File: config.mk
export PLATFORM = sky130hd
export DESIGN_NAME = exc_arbiter
export DESIGN_NICKNAME = d
export VERILOG_FILES = /design/src/rtl/exc_pkg.sv /design/src/rtl/exc_pend_reg.sv /design/src/rtl/exc_sync_pick.sv /design/src/rtl/exc_encode.sv /design/src/rtl/exc_arbiter.sv
export SDC_FILE = /design/constraint.sdc
export NUM_CORES = 1
export LEC_CHECK = 0
export ABC_AREA = 1
export BUFFER_PORTS_ARGS = -buffer_cell sky130_fd_sc_hd__buf_2
export CORE_UTILIZATION = 55
export CTS_CLUSTER_SIZE = 40
export DETAILED_ROUTE_END_ITERATION = 12
export GPL_ROUTABILITY_DRIVEN = 1
export PLACE_DENSITY_LB_ADDON = 0.15
export SLEW_MARGIN = 20
export SYNTH_ARGS = -nofsm -noshare
export SYNTH_HDL_FRONTEND = slang
export SYNTH_HIERARCHICAL = 1
export SYNTH_SLANG_ARGS = --single-unit
File: constraint.sdc
create_clock -name clk -period 3.4 [get_ports clk]
set_input_delay 0.68 -clock clk [delete_from_list [all_inputs] [get_ports clk]]
set_output_delay 0.68 -clock clk [all_outputs]
set_load 0.02 [all_outputs]
File: src/rtl/exc_pkg.sv
// Shared constants for the exception priority controller: cause indices,
// fault-flag positions and the cause-to-offset mapping.
// Assumes a 5-bit cause index and a 20-bit handler offset.
package exc_pkg;
    localparam int NCAUSE = 17;
    localparam int CW     = $clog2(NCAUSE);
    localparam int NSF    = 12;
    localparam int NASYNC = 6;
    localparam int NFETCH = 2;

    // cause indices; the asynchronous ones follow their rank order
    localparam int C_HRES  = 0;
    localparam int C_MCHK  = 1;
    localparam int C_SRES  = 2;
    localparam int C_SMI   = 3;
    localparam int C_EXT   = 4;
    localparam int C_DEC   = 5;
    localparam int C_ITLB  = 6;
    localparam int C_ISI   = 7;
    localparam int C_IABR  = 8;
    localparam int C_PROG  = 9;
    localparam int C_SC    = 10;
    localparam int C_FPU   = 11;
    localparam int C_ALIGN = 12;
    localparam int C_DSI   = 13;
    localparam int C_DTLBL = 14;
    localparam int C_DTLBS = 15;
    localparam int C_TRACE = 16;

    // Handler offset for each cause index.
    function automatic logic [19:0] vec_of(input logic [CW-1:0] c);
        case (c)
            5'd0:    return 20'h00100;
            5'd1:    return 20'h00200;
            5'd2:    return 20'h00100;
            5'd3:    return 20'h01400;
            5'd4:    return 20'h00500;
            5'd5:    return 20'h00900;
            5'd6:    return 20'h01000;
            5'd7:    return 20'h00400;
            5'd8:    return 20'h01300;
            5'd9:    return 20'h00700;
            5'd10:   return 20'h00C00;
            5'd11:   return 20'h00800;
            5'd12:   return 20'h00600;
            5'd13:   return 20'h00300;
            5'd14:   return 20'h01100;
            5'd15:   return 20'h01200;
            5'd16:   return 20'h00D00;
            default: return 20'h00000;
        endcase
    endfunction

    // Cause for the winning fault-flag position of the oldest instruction.
    function automatic int flt_cause(input int b, input logic st);
        case (b)
            0:       return C_IABR;
            1, 4:    return C_PROG;
            2:       return C_SC;
            3:       return C_FPU;
            5, 9:    return C_ALIGN;
            8:       return st ? C_DTLBS : C_DTLBL;
            11:      return C_DTLBS;
            default: return C_DSI;
        endcase
    endfunction
endpackage

File: src/rtl/exc_pend_reg.sv
// Sticky pending-request register. A bit is set by its request pulse and
// cleared when the arbiter takes it; a flush clears all bits.
// Assumes set and clear of one bit in the same cycle means "taken".
module exc_pend_reg #(
    parameter int N = 4
) (
    input  logic         clk,
    input  logic         rst_n,
    input  logic [N-1:0] set_i,
    input  logic [N-1:0] clr_i,
    input  logic         flush_i,
    output logic [N-1:0] q_o
);
    // holds each request until taken or flushed
    always_ff @(posedge clk) begin
        if (!rst_n || flush_i) q_o <= '0;
        else                   q_o <= (q_o | set_i) & ~clr_i;
    end
endmodule

File: src/rtl/exc_sync_pick.sv
// Ranks the fault flags of the oldest instruction (bit 0 highest) and
// returns the cause index of the winner. Purely combinational.
module exc_sync_pick
    import exc_pkg::*;
(
    input  logic [NSF-1:0] flt_i,
    input  logic           store_i,
    output logic           hit_o,
    output logic [CW-1:0]  cause_o
);
    // lowest set flag position wins
    always_comb begin
        int first;
        first = 0;
        for (int i = NSF - 1; i >= 0; i--) begin
            if (flt_i[i]) first = i;
        end
        hit_o   = |flt_i;
        cause_o = CW'(flt_cause(first, store_i));
    end
endmodule

File: src/rtl/exc_encode.sv
// Converts a one-hot winner vector into a cause index and handler offset.
// Assumes at most one bit of the input is set.
module exc_encode
    import exc_pkg::*;
#(
    parameter int N     = NCAUSE,
    parameter int VEC_W = 20,
    localparam int IW   = $clog2(N)
) (
    input  logic [N-1:0]     oh_i,
    output logic [IW-1:0]    idx_o,
    output logic [VEC_W-1:0] vec_o
);
    logic [IW-1:0] term [N];

    for (genvar g = 0; g < N; g++) begin : g_term
        assign term[g] = oh_i[g] ? IW'(g) : '0;
    end

    // OR-reduces the per-bit index terms
    always_comb begin
        idx_o = '0;
        for (int i = 0; i < N; i++) idx_o = idx_o | term[i];
    end

    // maps the index to its offset, zero when nothing wins
    always_comb begin
        vec_o = (|oh_i) ? VEC_W'(vec_of(CW'(idx_o))) : '0;
    end
endmodule

File: src/rtl/exc_arbiter.sv
// Exception priority controller. Each cycle it picks at most one exception
// from hard reset, machine check, soft reset, oldest-instruction faults,
// trace, fetch faults and masked interrupts, applying each class's take rule,
// and registers the winner. Assumes request inputs are single-cycle pulses
// and that the head inputs describe one retire attempt per cycle.
module exc_arbiter
    import exc_pkg::*;
#(
    parameter int VEC_W = 20
) (
    input  logic             clk,
    input  logic             rst_n,
    input  logic             hreset_req_i,
    input  logic             mchk_req_i,
    input  logic             sreset_req_i,
    input  logic             smi_req_i,
    input  logic             ext_req_i,
    input  logic             dec_req_i,
    input  logic             msr_ee_i,
    input  logic             msr_me_i,
    input  logic             msr_se_i,
    input  logic             msr_be_i,
    input  logic             recov_i,
    input  logic             pipe_empty_i,
    input  logic             head_valid_i,
    input  logic             head_done_i,
    input  logic             head_branch_i,
    input  logic             head_store_i,
    input  logic [11:0]      head_flt_i,
    input  logic             fetch_tlb_i,
    input  logic             fetch_acc_i,
    output logic             take_o,
    output logic [4:0]       cause_o,
    output logic [VEC_W-1:0] vec_o,
    output logic             suppress_o,
    output logic             checkstop_o,
    output logic             dispatch_hold_o
);
    logic [NASYNC-1:0] a_req, a_pend, a_eff, a_clr;
    logic [NFETCH-1:0] f_req, f_pend, f_eff, f_clr;
    logic [NCAUSE-1:0] win_oh;
    logic              flush, stop_set, supp;
    logic              s_hit;
    logic [CW-1:0]     s_cause, w_idx;
    logic [VEC_W-1:0]  w_vec;
    logic              trace_ok, win_mask;

    assign a_req = {dec_req_i, ext_req_i, smi_req_i,
                    sreset_req_i, mchk_req_i, hreset_req_i};
    assign f_req = {fetch_acc_i, fetch_tlb_i};
    assign a_eff = a_pend | a_req;
    assign f_eff = f_pend | f_req;

    exc_pend_reg #(.N(NASYNC)) u_apend (
        .clk(clk), .rst_n(rst_n), .set_i(a_req), .clr_i(a_clr),
        .flush_i(flush), .q_o(a_pend)
    );

    exc_pend_reg #(.N(NFETCH)) u_fpend (
        .clk(clk), .rst_n(rst_n), .set_i(f_req), .clr_i(f_clr),
        .flush_i(flush), .q_o(f_pend)
    );

    exc_sync_pick u_pick (
        .flt_i(head_flt_i), .store_i(head_store_i),
        .hit_o(s_hit), .cause_o(s_cause)
    );

    exc_encode #(.N(NCAUSE), .VEC_W(VEC_W)) u_enc (
        .oh_i(win_oh), .idx_o(w_idx), .vec_o(w_vec)
    );

    assign trace_ok = head_valid_i && head_done_i &&
                      (msr_se_i || (msr_be_i && head_branch_i));
    assign win_mask = msr_ee_i && recov_i &&
                      ((head_valid_i && head_done_i) ||
                       (!head_valid_i && pipe_empty_i));

    // ranks the classes and applies each take rule
    always_comb begin
        win_oh   = '0;
        a_clr    = '0;
        f_clr    = '0;
        flush    = 1'b0;
        stop_set = 1'b0;
        supp     = 1'b0;
        if (a_eff[C_HRES]) begin
            win_oh[C_HRES] = 1'b1;
            flush          = 1'b1;
        end else if (checkstop_o) begin
            win_oh = '0;
        end else if (a_eff[C_MCHK]) begin
            a_clr[C_MCHK] = 1'b1;
            if (msr_me_i) win_oh[C_MCHK] = 1'b1;
            else          stop_set       = 1'b1;
        end else if (a_eff[C_SRES] && recov_i) begin
            win_oh[C_SRES] = 1'b1;
            a_clr[C_SRES]  = 1'b1;
        end else if (head_valid_i && s_hit) begin
            win_oh[s_cause] = 1'b1;
            supp            = 1'b1;
            f_clr           = '1;
        end else if (trace_ok) begin
            win_oh[C_TRACE] = 1'b1;
            f_clr           = '1;
        end else if (!head_valid_i && pipe_empty_i && recov_i && (|f_eff)) begin
            if (f_eff[0]) begin
                win_oh[C_ITLB] = 1'b1;
                f_clr[0]       = 1'b1;
            end else begin
                win_oh[C_ISI]  = 1'b1;
                f_clr[1]       = 1'b1;
            end
        end else if (win_mask) begin
            if (a_eff[C_SMI]) begin
                win_oh[C_SMI] = 1'b1;
                a_clr[C_SMI]  = 1'b1;
            end else if (a_eff[C_EXT]) begin
                win_oh[C_EXT] = 1'b1;
                a_clr[C_EXT]  = 1'b1;
            end else if (a_eff[C_DEC]) begin
                win_oh[C_DEC] = 1'b1;
                a_clr[C_DEC]  = 1'b1;
            end
        end
    end

    // registers the winner for a one-cycle take strobe
    always_ff @(posedge clk) begin
        if (!rst_n) begin
            take_o     <= 1'b0;
            cause_o    <= '0;
            vec_o      <= '0;
            suppress_o <= 1'b0;
        end else begin
            take_o     <= |win_oh;
            cause_o    <= w_idx;
            vec_o      <= w_vec;
            suppress_o <= supp;
        end
    end

    // sticky stopped state, left only through a hard reset
    always_ff @(posedge clk) begin
        if (!rst_n || flush) checkstop_o <= 1'b0;
        else if (stop_set)   checkstop_o <= 1'b1;
    end

    assign dispatch_hold_o = |f_pend;
endmodule

==> results.md <==
- Run status: complete, no violations
- Worst flop-to-flop path endpoint: vec_o[8]$_SDFF_PN0_
- Syn-to-layout area delta: 19.3%
- Min cycle time layout: 3110 ps
- Core outline area: 0.00450 mm^2
- Final Cycle Share: 91.4%
- Hold Path Class: reg -> reg
- Die Y-Extent: 71.6 um
- Post-DP HPWL: 4.17 mm
- CTS sink cnt: 36
- Max-cap violations: 0
- Mapped cell area: 0.00266 mm^2
- Top Usage Layer GRT: met2
- Final Core Density: 70.5%
- Hold_sp: u_apend/q_o[3]$_SDFF_PP0_
- Input/output buffers: 60
- Vias post-DR: 2518
- CTS Buffer Depth: 2
- Final nets: 535
- # diodes: 0
- Worst path buffer plus inverter count: 7
- FMAX: 322 MHz
- GR Layer Usage met2: 35.0%
- Hold path depth: 2
- Setup violators final: 0
- Crit-path max cell delay: 300 ps
- Global routing usage on met1: 27.1%
- Hold EP: u_apend/q_o[3]$_SDFF_PP0_
- Synthesized instance count: 425
- Sw Pwr: 0.308 mW
- Critical path type: in -> reg
- CTS buffer count: 5
- Final hold slack: 475 ps
- P_int: 0.747 mW
- TritonRoute pass-1 iters: 6
- Post-DRT Antenna Nets: 0
- Ports: 61
- Initial Utilization: 59.1%
- Vias per cell: 4.57
- First-pass GRT wire length: 8.68 mm
- DR WL/cell: 9.38 um
- Yosys warnings: 6
- Skew final: 3.86 ps
- R2r startpoint: u_apend/q_o[2]$_SDFF_PP0_
- GRT met3 Usage: 4.78%
- Fin. Hold Viols: 0
- Overflow after GRT: 0
- TritonCTS clock tree: done
- Die Width: 71.6 um
- Reg clk slew, reported paths: 70 ps
- Setup TNS: 0 ps
- Clock share of power: 34.6%
- Leakage power total: 1.99 nW
- Routability congestion estimate from global placement: 0.958
- FP Rows: 24
- Crit path launch type: primary input
- # fillers: 412
- Crit-path max FO: 4
- Root buffer cell: clkbuf_8
- Data required time of the worst path: 3590 ps
- Slew HR: 63.3%
- PwrDens: 332 mW/mm^2
- Skew-Pair Late Insertion Delay: 280 ps
- Sw Ratio: 29.2%
- R2R Setup Slk: 1050 ps
- Drt initial violations: 97
- CTS Hold Bufs: 0
- Avg Inst Size Synth: 6.27 um^2
- Comb pwr share: 22.9%
- Drt total wl: 5.17 mm
- CP dominant cell by count: nand2_1
- Flop pwr share: 42.5%
- Post-synthesis cell type count: 37
- Pin slew with the least headroom to its limit: 551 ps
- Die area: 0.00513 mm^2
- Share of layout cells above drive strength 1: 30.3%
- Synth Register Bits: 36
- Gr usage total: 21.2%
- Vias in the first global route: 2132
- Seq/Total Area, Yosys: 27.1%
- Drt drc: 0
- Largest net degree at the start of global routing: 35
- Worst vdd ir: 205 uV
- Kind of cell adding the most delay to the critical path: simple AND/OR/NAND/NOR gates
- Fin. max-slew vios: 0
- Worst path depth: 29
- Number of H-tree levels: 2
- Crit. End Element: register
- CP Data Arrival Time: 3300 ps
- FF-to-FF path depth: 17
- CP max-delay cell: ha_1
- Initial antenna violation count: 0
## per-stage QoR
| step | power [mW] | instances | setup WS (ps) | area [um^2] |
|---|---|---|---|---|
| after floorplan | 0.635 | 439 | 286 | 2720 |
| after global placement | 0.685 | 541 | -42.7 | 3020 |
| after detailed placement | 0.691 | 541 | -111 | 3020 |
| after CTS | 1.06 | 549 | 183 | 3130 |
| after global routing | 1.11 | 551 | -71.9 | 3180 |
| final | 1.06 | 551 | 292 | 3180 |
## cells by family (layout without fill, tap and decap cells)
| kind of cell | count (synthesis) | count (layout) | share of synthesized area (%) |
|---|---|---|---|
| AO/OA/AOI/OAI | 23 | 23 | 5.17 |
| other | 4 | 18 | 0.563 |
| adder cells (fa/ha/maj) | 5 | 5 | 2.35 |
| flip-flops | 36 | 36 | 27.1 |
| buffers and inverters | 115 | 175 | 18.9 |
| AND/OR/NAND/NOR | 242 | 242 | 45.9 |
## cells in the mapped netlist, drive strengths merged
| cell type | instances | area (um^2) |
|---|---|---|
| nor3 | 7 | 51.3 |
| o21bai | 1 | 7.51 |
| a31oi | 2 | 18.8 |
| buf | 18 | 135 |
| nand2 | 112 | 473 |
| nand4 | 3 | 25.0 |
| nor4 | 1 | 12.5 |
| a21oi | 8 | 47.6 |
| o21ai | 12 | 63.8 |
| nand3 | 22 | 143 |
| or2 | 5 | 36.3 |
| inv | 93 | 349 |
| dfxtp | 36 | 721 |
| conb | 4 | 15.0 |
| nor2 | 86 | 438 |
| nand3b | 6 | 45.0 |
| clkinv | 1 | 8.76 |
| clkbuf | 3 | 11.3 |
| ha | 5 | 62.6 |
## layout make-up
class	instances	area [um^2]	share of cell area, %
clock buffer	5	68.8	2.17
clock inverter	3	42.5	1.34
inverter	94	358	11.3
multi-input combinational	288	1520	48.0
sequential	36	721	22.7
tap	52	65.1	2.05
timing repair buffer	73	398	12.5
## flip-flops by register name, summed over array words and instances (netlist names)
register     count
checkstop_o      1
vec_o           20
u_apend/q_o      6
suppress_o       1
take_o           1
cause_o          5
u_fpend/q_o      2
## worst max path at each step
stage	slack (ps)	startpoint	end
2_1_floorplan	290	head_flt_i[0]	vec_o[10]$_SDFF_PN0_
3_3_place_gp	-40	head_flt_i[0]	vec_o[12]$_SDFF_PN0_
3_5_place_dp	-110	head_flt_i[10]	vec_o[12]$_SDFF_PN0_
4_1_cts	180	head_flt_i[10]	vec_o[12]$_SDFF_PN0_
5_1_grt	-70	head_flt_i[9]	vec_o[8]$_SDFF_PN0_
6_report	290	head_flt_i[10]	vec_o[8]$_SDFF_PN0_
## power groups by stage
| stage | registers, mW | logic, mW | clock network, mW |
|---|---|---|---|
| floorplan | 0.478 | 0.156 | 0 |
| global placement | 0.457 | 0.228 | 0 |
| detailed placement | 0.458 | 0.233 | 0 |
| CTS | 0.449 | 0.234 | 0.374 |
| global route | 0.450 | 0.271 | 0.393 |
| finish | 0.448 | 0.242 | 0.365 |
## placed cells by master, fill, tap and decap left out, types with 4 or more instances in the layout
cell | Yosys | final
nand3_1 | 17 | 17
nor3_1 | 5 | 5
dfxtp_1 | 36 | 36
nand3b_1 | 6 | 6
nand3_2 | 4 | 4
nor2_4 | 8 | 9
nand2_1 | 99 | 96
buf_4 | 18 | 13
nand2_2 | 9 | 12
o21ai_0 | 7 | 7
clkbuf_8 | 0 | 5
nor2_1 | 67 | 59
ha_1 | 5 | 5
inv_1 | 85 | 83
nand2_4 | 4 | 4
buf_2 | 0 | 60
conb_1 | 4 | 18
nor2_2 | 9 | 16
o21ai_1 | 4 | 4
a21oi_1 | 6 | 6
inv_2 | 8 | 10
## layer usage
metal | wire length [um] | vias up
li1 | - | 1365
met1 | 2460 | 1075
met2 | 2420 | 72
met3 | 220 | 6
met4 | 65 | 0
met5 | 0 | -
## worst register-to-register path, delay by kind of cell, from the launching register on
family | cells | cell delay (ps)
buffers and inverters | 3 | 130
AOI/OAI and AO/OA | 1 | 120
adders and majority gates | 1 | 260
and+or+nand+nor | 12 | 1360
DFF | 1 | 390
## what timing repair did
action	CTS	global route
resized for setup	0	14
setup endpoints to repair	0	5
setup buffers	0	2
Power figures use the tool's default switching activity.
